`config.mk`:
```
export PLATFORM = sky130hd
export DESIGN_NAME = int_alu
export DESIGN_NICKNAME = d
export VERILOG_FILES = /design/src/rtl/int_alu_pkg.sv /design/src/rtl/int_alu_adder.sv /design/src/rtl/int_alu_logic.sv /design/src/rtl/int_alu.sv
export SDC_FILE = /design/constraint.sdc
export NUM_CORES = 1
export LEC_CHECK = 0
export BUFFER_PORTS_ARGS = -buffer_cell sky130_fd_sc_hd__buf_2
export CAP_MARGIN = 10
export CORE_ASPECT_RATIO = 1.1
export CORE_MARGIN = 2
export CORE_UTILIZATION = 50
export DETAILED_ROUTE_END_ITERATION = 10
export MAX_ROUTING_LAYER = met4
export PLACE_DENSITY = 0.83
export SETUP_SLACK_MARGIN = 0.5
export SYNTH_ARGS = -nofsm -noshare
export SYNTH_HDL_FRONTEND = slang
export SYNTH_SLANG_ARGS = --single-unit
export TNS_END_PERCENT = 30
```
`constraint.sdc`:
```
create_clock -name vclk -period 29.5
set_input_delay 5.9 -clock vclk [all_inputs]
set_output_delay 5.9 -clock vclk [all_outputs]
set_load 0.05 [all_outputs]
```
`src/rtl/int_alu_pkg.sv`:
```
package int_alu_pkg;

   localparam int OP_W = 4;

   typedef enum logic [OP_W-1:0] {
      OP_ADD  = 4'h0,
      OP_ADDU = 4'h1,
      OP_SUB  = 4'h2,
      OP_SUBU = 4'h3,
      OP_AND  = 4'h4,
      OP_OR   = 4'h5,
      OP_XOR  = 4'h6,
      OP_NOR  = 4'h7,
      OP_SLT  = 4'hA,
      OP_SLTU = 4'hB
   } alu_op_e;

   typedef enum int {
      ADDER_RIPPLE    = 0,
      ADDER_LOOKAHEAD = 1
   } adder_style_e;

endpackage

```
`src/rtl/int_alu_adder.sv`:
```
module int_alu_adder
   import int_alu_pkg::*;
#(
   parameter int           WIDTH = 32,
   parameter int           GRP   = 4,
   parameter adder_style_e STYLE = ADDER_LOOKAHEAD
) (
   input  logic [WIDTH-1:0] a,
   input  logic [WIDTH-1:0] b,
   input  logic             cin,
   output logic [WIDTH-1:0] sum,
   output logic             c_msb,
   output logic             c_out
);

   localparam int NGRP = WIDTH / GRP;

   logic [WIDTH-1:0] gen, prp, hlf;
   logic [WIDTH:0]   cy;

   assign gen   = a & b;
   assign prp   = a | b;
   assign hlf   = a ^ b;
   assign cy[0] = cin;

   generate
      if (WIDTH < 2) begin : g_bad_width
         $error("int_alu_adder: WIDTH must be at least 2");
      end
      if (STYLE == ADDER_LOOKAHEAD) begin : g_lookahead
         if (GRP < 2 || (WIDTH % GRP) != 0) begin : g_bad_grp
            $error("int_alu_adder: GRP must be >= 2 and divide WIDTH");
         end
         logic [NGRP:0] cg;
         assign cg[0] = cin;
         for (genvar k = 0; k < NGRP; k++) begin : g_grp
            logic           grp_g, grp_p;
            logic [GRP-2:0] lc;
            always_comb begin
               grp_g = 1'b0;
               grp_p = 1'b1;
               for (int j = 0; j < GRP; j++) begin
                  grp_g = gen[k*GRP+j] | (prp[k*GRP+j] & grp_g);
                  grp_p = grp_p & prp[k*GRP+j];
               end
            end
            always_comb begin
               logic run;
               run = cg[k];
               for (int j = 0; j < GRP-1; j++) begin
                  run   = gen[k*GRP+j] | (prp[k*GRP+j] & run);
                  lc[j] = run;
               end
            end
            assign cg[k+1]                 = grp_g | (grp_p & cg[k]);
            assign cy[k*GRP+1 +: GRP-1]    = lc;
            assign cy[(k+1)*GRP]           = cg[k+1];
         end
      end else begin : g_ripple
         for (genvar i = 0; i < WIDTH; i++) begin : g_bit
            assign cy[i+1] = gen[i] | (prp[i] & cy[i]);
         end
      end
   endgenerate

   assign sum   = hlf ^ cy[WIDTH-1:0];
   assign c_msb = cy[WIDTH-1];
   assign c_out = cy[WIDTH];

   // carry chain agrees with arithmetic addition of the same inputs
   always_comb begin
      p_sum_exact_r1: assert ({c_out, sum} ==
                              ({1'b0, a} + {1'b0, b} + {{WIDTH{1'b0}}, cin}))
         else $error("adder sum/carry disagree with arithmetic sum");
   end

endmodule

```
`src/rtl/int_alu_logic.sv`:
```
module int_alu_logic #(
   parameter int WIDTH = 32
) (
   input  logic [WIDTH-1:0] a,
   input  logic [WIDTH-1:0] b,
   input  logic [1:0]       fn,
   output logic [WIDTH-1:0] y
);

   always_comb begin
      case (fn)
         2'd0:    y = a & b;
         2'd1:    y = a | b;
         2'd2:    y = a ^ b;
         default: y = ~(a | b);
      endcase
   end

endmodule

```
`src/rtl/int_alu.sv`:
```
module int_alu
   import int_alu_pkg::*;
#(
   parameter int           WIDTH = 32,
   parameter int           GRP   = 4,
   parameter adder_style_e STYLE = ADDER_LOOKAHEAD
) (
   input  logic [WIDTH-1:0] opa,
   input  logic [WIDTH-1:0] opb,
   input  logic [OP_W-1:0]  op_sel,
   output logic [WIDTH-1:0] result,
   output logic             zero,
   output logic             ovf
);

   localparam int MSB = WIDTH - 1;

   generate
      if (WIDTH < 2) begin : g_bad_width
         $error("int_alu: WIDTH must be at least 2");
      end
   endgenerate

   logic             sub_mode;
   logic [WIDTH-1:0] b_eff, add_sum, logic_y;
   logic             c_msb, c_out, signed_ovf, lt_signed, lt_unsigned;

   always_comb begin
      case (op_sel)
         OP_SUB, OP_SUBU, OP_SLT, OP_SLTU: sub_mode = 1'b1;
         default:                          sub_mode = 1'b0;
      endcase
   end

   assign b_eff = sub_mode ? ~opb : opb;

   int_alu_adder #(.WIDTH(WIDTH), .GRP(GRP), .STYLE(STYLE)) u_adder (
      .a     (opa),
      .b     (b_eff),
      .cin   (sub_mode),
      .sum   (add_sum),
      .c_msb (c_msb),
      .c_out (c_out)
   );

   int_alu_logic #(.WIDTH(WIDTH)) u_logic (
      .a  (opa),
      .b  (opb),
      .fn (op_sel[1:0]),
      .y  (logic_y)
   );

   assign signed_ovf  = c_msb ^ c_out;
   assign lt_signed   = add_sum[MSB] ^ signed_ovf;
   assign lt_unsigned = ~c_out;

   always_comb begin
      result = '0;
      ovf    = 1'b0;
      case (op_sel)
         OP_ADD, OP_SUB: begin
            result = add_sum;
            ovf    = signed_ovf;
         end
         OP_ADDU, OP_SUBU:             result = add_sum;
         OP_AND, OP_OR, OP_XOR, OP_NOR: result = logic_y;
         OP_SLT:                       result[0] = lt_signed;
         OP_SLTU:                      result[0] = lt_unsigned;
         default: ;
      endcase
   end

   assign zero = ~|result;

   always_comb begin
      if (op_sel == OP_ADD)
         p_add_ovf_sign_r3: assert (ovf == ((opa[MSB] == opb[MSB]) &&
                                            (result[MSB] != opa[MSB])))
            else $error("add overflow flag wrong");
      if (op_sel == OP_SUB)
         p_sub_ovf_sign_r3: assert (ovf == ((opa[MSB] != opb[MSB]) &&
                                            (result[MSB] != opa[MSB])))
            else $error("sub overflow flag wrong");
      if (op_sel inside {OP_ADDU, OP_SUBU, OP_SLTU, OP_AND, OP_OR, OP_XOR, OP_NOR})
         p_no_overflow_r4: assert (!ovf)
            else $error("overflow raised on a non-signed op");
      if (op_sel inside {OP_SLT, OP_SLTU})
         p_set_upper_clear_r6: assert (result[MSB:1] == '0)
            else $error("set-on-less-than upper bits not clear");
      if (op_sel inside {OP_SUB, OP_SUBU} && opa == opb)
         p_equal_gives_zero_r8: assert (zero)
            else $error("equal operands did not raise zero");
      if (op_sel inside {4'h8, 4'h9, 4'hC, 4'hD, 4'hE, 4'hF})
         p_undefined_quiet_r9: assert (result == '0 && !ovf)
            else $error("undefined op code produced output");
   end

endmodule

```
==> reports/results.ini, run 1 <==
[yosys]
ys_seq_area_frac = 0
syn_nets = 802
synth_top_area_cell = ha_1
synth_top_family_by_area = adder cells
yosys.area_share.adder = 0.4253
synth_simple_gate_area_frac = 0.1165
yosysWarnings = 0
synth_mux_area_frac = 0.09065
synthesis.area_um2 = 4790
synth_common_cells = 126 x ha_1, 116 x inv_1, 52 x xnor2_1
avgSynthCellArea_um2 = 8.187
synth_xor_area_frac = 0.1298
yosysMostFrequentCell = ha_1
synth_cell_type_count = 53
syn-instance-count = 585
synth_top_area_frac = 0.3292
ys_top_cells_by_area = ha_1 33%, fa_1 9.6%, xnor2_1 9.5%, inv_1 9.1%, mux2i_1 7.1%
synth_compound_area_frac = 0.1144

[sta]
rsz0062_at_grt = no
slew_headroom = 0.2945
hold_violations = 0
maxSlewViolCount = 0
setup_viol = 0
worst_slack_ps = 10640
fin_crit_sh = 0.6392
holdWs_ps = 12520
fmax_mhz = 53.03
min_period_ps = 18860
setup_tns_ps = 0
max_slew.worst_pin.slew_ps = 1058

[floorplan]
core_area_um2 = 9351
dieArea_um2 = 10380
start_util = 0.5122
die_w_um = 97.32
ios = 102
die-height_um = 106.7
rows = 37

[pwr]
internal_power_w = 0.00004423
irDropWorstVdd_mv = 0.01886
cellLeakagePower_nw = 2.949
pwr-share-seq = 0
p_per_area_nw_per_um2 = 23.34
clock_power_share = 0
power_frac_comb = 1.000
power_switching_share = 0.6430
p_switching_w = 0.00007966

[cells_and_area]
design.seq.count = 0
nClkBuffers = 0
drive_above_1_share = 0.1719
area_growth_pct = 10.84
regArea_um2 = 0
fin_util = 0.5677
num_antenna_cells = 0
final_area_um2 = 5309
final_nets = 882

[placed_design]
placed_area_um2 = 5309
dpl_worst_slack_ps = 10630
dp_hpwl_um = 10090
io_buffers = 102
place.gp.congestion = 0.9042

[detailed_routing]
via_per_inst = 5.499
first_iter_violations = 218
routedWlPerCell_um = 15.91
final_antenna_net_count = 0
drt-pass1-iter-count = 5
drc_errors = 0
routed_wl_um = 12410
via_count = 4289

[worst_setup_path]
cp_top_family = simple AND/OR/NAND/NOR gates
cpMostUsedCell = fa_1
cp-start-kind = input pin
crit_buf_inv = 5
cp_max_fo = 67
arrival_ps = 12960
cp_slowest_cell = buf_4
required_ps = 23600
cp_cell_sequence = buf_4 > nor2b_4 > buf_4 > xnor2_1 > inv_1 > ha_1 > or4_1 > nand2b_1 > o311ai_1 > nor4_1 > o21ai_1 > nand2b_1 > inv_1 > fa_1 > fa_1 > fa_1 > o221ai_2 > or4_1 > nor4b_2 > nand4_1 > a311oi_2 > buf_2
crit_type = input pin to primary output
worst_path_largest_cell_delay_ps = 770
endpoint_kind = primary output

[global_route]
grt_max_degree = 68
overflow = 0
grt_pass1_vias = 4371
grt_antenna_before_repair = 0
grt_pass1_wl_um = 20480
groute.usage.overall = 0.2418

[hold_path]
min_to = result[5]
hold_class = input pin to primary output
whs_path_depth = 5
hold_start = opb[5]

[job]
cap_violations = 0

[clock_network]
postCtsSetupRepairBufs = 0
hold_buffers = 0
cts_resized = 0

[run_status]
outcome = finished clean

==> layer usage <==
metal  track usage  routed length (um)
met2        0.4375                6301
met4       0.06448                 358
met5             -                   0
met1        0.2956                5019
met3       0.01369                 733
==> how the worst max path moves through the flow <==
stage,from,endpoint,slack [ps],cells past startpoint
CTS,op_sel[1],zero,10610,22
finish,op_sel[1],zero,10640,22
global placement,op_sel[1],zero,10940,22
global route,op_sel[1],zero,10250,22
detailed placement,op_sel[1],zero,10630,22
floorplan,op_sel[1],zero,11160,24
==> cells in the final DEF, fill, tap and decap left out, types with 2 or more instances in the layout <==
cell type  Yosys  final
a31oi_1        8      8
nor3_1         6      6
nor3b_1        3      3
buf_2          7    101
or3_1          3      3
nor4_1         7      7
a221o_1        5      5
mux2_1         6      6
mux2i_1       34     34
a211oi_1       6      6
a21oi_1       14     14
nand2b_1       4      4
nor2_1        28     28
nor2b_1       14     13
ha_1         126    126
o21ai_0        9      9
o22ai_1        9      9
fa_1          23     23
buf_4          4      2
o22a_1         3      3
o21bai_1       5      5
nor4b_2        2      2
nand3_1        4      4
o221ai_1       6      6
nand2_1       19     19
o31ai_1        3      3
or4_1          5      5
xor2_1        19     19
inv_1        116    116
o21ai_1        2      2
xnor2_1       52     52
==> power groups by stage <==
stage | logic (W) | registers [W] | clock network (W)
floorplan | 0.0000915 | 0 | 0
global placement | 0.000119 | 0 | 0
detailed placement | 0.000123 | 0 | 0
CTS | 0.000124 | 0 | 0
global route | 0.000136 | 0 | 0
finish | 0.000124 | 0 | 0
==> cells by family (layout without fill, tap and decap cells) <==
group / count (synthesis) / after routing
adder cells (fa/ha/maj): 149 / 149
buffers and inverters: 141 / 219
AND/OR/NAND/NOR: 104 / 104
AO/OA/AOI/OAI: 78 / 78
XOR/XNOR: 71 / 71
multiplexers: 42 / 42
==> layout make-up <==
class                           count  area (um^2)
Inverter                          116        435.4
Tap cell                          117        146.4
Timing Repair Buffer              103        520.5
Multi-Input combinational cell    444         4207
Fill cell                         877         4043
==> worst min-delay path: stages <==
cell and delay (ps):
buf_2 110, ha_1 170, mux2i_1 120, o22ai_1 110, buf_2 220
==> metrics by stage <==
stage,instances,power (W)
floorplan,585,0.00009151
global placement,780,0.0001187
detailed placement,780,0.0001227
CTS,780,0.0001236
global route,780,0.0001361
finish,780,0.0001239
Power figures use the tool's default switching activity.
==> inputs of run 2 (changes only) <==
clock period = 19.65 ns   (was 29.5 ns; I/O delays follow)
==> run 2 against run 1 <==
Against the previous run:
- non-clock buffer count unchanged
- sequential cell count did not move
- first-iteration DRC count up 22%
- routed wire length barely moved
- largest cell class unchanged
==> reports/results.ini, run 2 (same netlist as run 1, synthesis figures left out) <==
[sta]
slew_headroom = 0.2903
maxSlewViolCount = 0
fmax_mhz = 66.77
fin_crit_sh = 0.7622
setup_viol = 0
min_period_ps = 14980
hold_violations = 0
max_slew.worst_pin.slew_ps = 1065
rsz0062_at_grt = no
setup_tns_ps = 0

[detailed_routing]
drc_errors = 0
first_iter_violations = 267
via_per_inst = 5.445
drt-pass1-iter-count = 5
routedWlPerCell_um = 15.92
routed_wl_um = 12420
final_antenna_net_count = 0
via_count = 4247

[worst_setup_path]
crit_buf_inv = 5
cp-start-kind = input pin
worst_path_largest_cell_delay_ps = 780
endpoint_kind = primary output
cp_slowest_cell = buf_4
required_ps = 15720
arrival_ps = 11050
cpMostUsedCell = fa_1
cp_top_family = simple AND/OR/NAND/NOR gates
crit_type = input pin to primary output
cp_cell_sequence = buf_4 > nor2b_4 > buf_4 > xnor2_1 > inv_1 > ha_1 > or4_1 > nand2b_1 > o311ai_1 > nor4_1 > o21ai_1 > nand2b_1 > inv_1 > fa_1 > fa_1 > fa_1 > o221ai_2 > or4_1 > nor4b_2 > nand4_1 > a311oi_2 > buf_2
cp_max_fo = 67

[job]
cap_violations = 0

[placed_design]
dp_hpwl_um = 10050
place.gp.congestion = 0.9044
dp.cells = 780
io_buffers = 102

[cells_and_area]
num_antenna_cells = 0
regArea_um2 = 0
final_nets = 882
final_cell_count_no_fill = 780
nClkBuffers = 0
layout_common_cells = 126 x ha_1, 116 x inv_1, 101 x buf_2
design.seq.count = 0
final_common_cell = ha_1
area_growth_pct = 10.84
fillers = 878
drive_above_1_share = 0.1719

[clock_network]
cts_resized = 0
postCtsSetupRepairBufs = 0
hold_buffers = 0

[global_route]
groute.usage.overall = 0.2388
grt_max_degree = 68
grt_pass1_vias = 4296
overflow = 0
grt_pass1_wl_um = 20190
grt_antenna_before_repair = 0

[floorplan]
die_w_um = 97.32
core_area_um2 = 9351
ios = 102
dieArea_um2 = 10380
rows = 37
start_util = 0.5122
die-height_um = 106.7

[pwr]
cellLeakagePower_nw = 2.949
p_per_area_nw_per_um2 = 35.05
irDropWorstVdd_mv = 0.02955

[run_status]
outcome = finished clean

[hold_path]
whs_path_depth = 5
hold_class = input pin to primary output
hold_start = opb[5]
min_to = result[5]

## run 2: cell counts in the layout (fill, tap and decap cells not counted)
No cell type changed its count.
## run 2: tightest hold or removal path, stage by stage
cell and delay (ps):
buf_2 110, ha_1 170, mux2i_1 120, o22ai_1 110, buf_2 220
## run 2: area by class of cell
cell class | instances | area, um^2 | share of cell area
Inverter | 116 | 435.4 | 0.08202
Timing Repair Buffer | 103 | 520.5 | 0.09804
Tap cell | 117 | 146.4 | 0.02757
Multi-Input combinational cell | 444 | 4207 | 0.7924
## run 2: metal layers
layer	global-route usage	share of wire	up-vias
li1	-	-	2060
met3	0.01434	0.051	19
met4	0.04861	0.020	0
met1	0.2917	0.42	2036
met2	0.4395	0.51	132
met5	-	0	-
## run 2: report_power, final
part / internal, W / leakage (nW) / switching, W
clock network: 0 / 0 / 0
logic: 0.0000664 / 2.95 / 0.000120
registers: 0 / 0 / 0
total: 0.0000664 / 2.95 / 0.000120
## run 2: worst max path at each step
| stage | endpoint | start | slack (ps) | depth (start not counted) |
|---|---|---|---|---|
| after global placement | zero | op_sel[1] | 5030 | 22 |
| after detailed placement | zero | op_sel[1] | 4700 | 22 |
| after CTS | zero | op_sel[1] | 4670 | 22 |
| after global routing | zero | op_sel[1] | 4370 | 22 |
| final | zero | op_sel[1] | 4670 | 22 |
| after floorplan | zero | op_sel[1] | 5250 | 24 |
## run 2: metrics by stage
step | setup slack (ps) | area, um^2 | utilization | power [W] | hold slack (ps)
floorplan | 5253 | 4790 | - | 0.0001374 | 8182
global placement | 5025 | 5309 | 0.5677 | 0.0001782 | 8572
detailed placement | 4700 | 5309 | 0.5677 | 0.0001843 | 8584
CTS | 4675 | 5309 | 0.5677 | 0.0001855 | 8585
global route | 4367 | 5309 | 0.5677 | 0.0002045 | 8637
finish | 4673 | 5309 | 0.5677 | 0.0001860 | 8585
==> inputs of run 3 (changes only) <==
clock period = 15.54 ns   (was 19.65 ns; I/O delays follow)
==> run 3 against run 2 <==
Against the previous run:
- via count is 0.54% higher
- non-clock buffer count stayed put
- count of clock-buffer cells in the layout stayed put
- final cell count stayed put
- sequential cell count stayed put
- routed wire length is 2.5% higher
- global-route usage is 0.98 points higher
- final area stayed put
- critical path type unchanged
- largest cell class unchanged
==> reports/results.ini, run 3 (same netlist as run 1, synthesis figures left out) <==
[run_status]
outcome = finished clean

[cells_and_area]
regArea_um2 = 0
design.seq.count = 0
area_growth_pct = 10.84
final_nets = 882
final_common_cell = ha_1
multi_input_area_um2 = 4207
drive_above_1_share = 0.1719
nClkBuffers = 0
layout_common_cells = 126 x ha_1, 116 x inv_1, 101 x buf_2
fillers = 868
num_antenna_cells = 0

[detailed_routing]
final_antenna_net_count = 0
routed_wl_um = 12720
first_iter_violations = 213
drc_errors = 0
routedWlPerCell_um = 16.31
via_count = 4270
via_per_inst = 5.474
drt-pass1-iter-count = 5

[floorplan]
die-height_um = 106.7
ios = 102
core_area_um2 = 9351
die_w_um = 97.32
rows = 37
start_util = 0.5122
dieArea_um2 = 10380

[worst_setup_path]
cp-start-kind = input pin
endpoint_kind = primary output
cp_max_fo = 67
startpoint = op_sel[1]
arrival_ps = 9950
required_ps = 12430
crit_type = input pin to primary output

[clock_network]
cts_resized = 0
hold_buffers = 0
postCtsSetupRepairBufs = 0

[pwr]
p_switching_w = 0.0001527
p_per_area_nw_per_um2 = 44.63
power_switching_share = 0.6446
internal_power_w = 0.00008421
power_w = 0.0002369
cellLeakagePower_nw = 2.949
irDropWorstVdd_mv = 0.03738
pwr-share-seq = 0
clock_power_share = 0
power_frac_comb = 1.000

[sta]
setup_viol = 0
slew_headroom = 0.3066
hold_violations = 0
min_period_ps = 13060
setup_tns_ps = 0
fmax_mhz = 76.60
rsz0062_at_grt = no
fin_crit_sh = 0.8401
holdWs_ps = 6950
maxSlewViolCount = 0
max_slew.worst_pin.slew_ps = 1040

[hold_path]
hold_start = opb[30]
whs_path_depth = 6
min_to = result[30]
hold_class = input pin to primary output

[global_route]
grt_max_degree = 68
grt_pass1_vias = 4412
grt_pass1_wl_um = 20960
grt_antenna_before_repair = 0
overflow = 0
groute.usage.overall = 0.2487

[placed_design]
place.gp.congestion = 0.9367
dp_hpwl_um = 10400
io_buffers = 102

[job]
cap_violations = 0

run 3: layout make-up:
type               count  share of cell area
inverters            116             0.08202
repair buffers       103             0.09804
well taps            117             0.02757
multi-input cells    444              0.7924
run 3: routing by layer:
layer  vias to the layer above  track usage  wire length, um
li1                       2058            -                -
met1                      2024       0.2929             5236
met2                       154       0.4519             6365
met3                        34      0.02282              677
met4                         0      0.07639              440
met5                         -            -                0
run 3: through the flow:
stage	instances	area, um^2	utilization	worst slack (ps)
4_1_cts	780	5309	0.5677	2468
3_5_place_dp	780	5309	0.5677	2480
6_report	780	5309	0.5677	2484
5_1_grt	780	5309	0.5677	2005
2_1_floorplan	585	4790	-	2787
3_3_place_gp	780	5309	0.5677	2609
run 3: how the worst max path moves through the flow:
stage,to,slack (ps),cells after the start
floorplan,zero,2790,24
global placement,zero,2610,21
detailed placement,zero,2480,21
CTS,zero,2470,21
global route,zero,2000,21
finish,zero,2480,21
run 3: power groups by stage:
stage / clock [W] / sequential, W / combinational, W
after global placement: 0 / 0 / 0.000227
after CTS: 0 / 0 / 0.000236
after detailed placement: 0 / 0 / 0.000234
after floorplan: 0 / 0 / 0.000174
final: 0 / 0 / 0.000237
after global routing: 0 / 0 / 0.000260
run 3: critical path, stage by stage:
cell and delay (ps):
buf_4 760, nor2b_4 710, xnor2_1 250, inv_1 80, ha_1 200, or4b_1 520, o211a_2 160, o311ai_1 460
nor4_1 120, o21ai_1 220, nand2b_1 190, inv_1 70, fa_1 420, fa_1 430, fa_1 540, o221ai_2 110
or4_1 550, nor4b_2 300, nand4_1 140, a311oi_2 240, buf_2 310
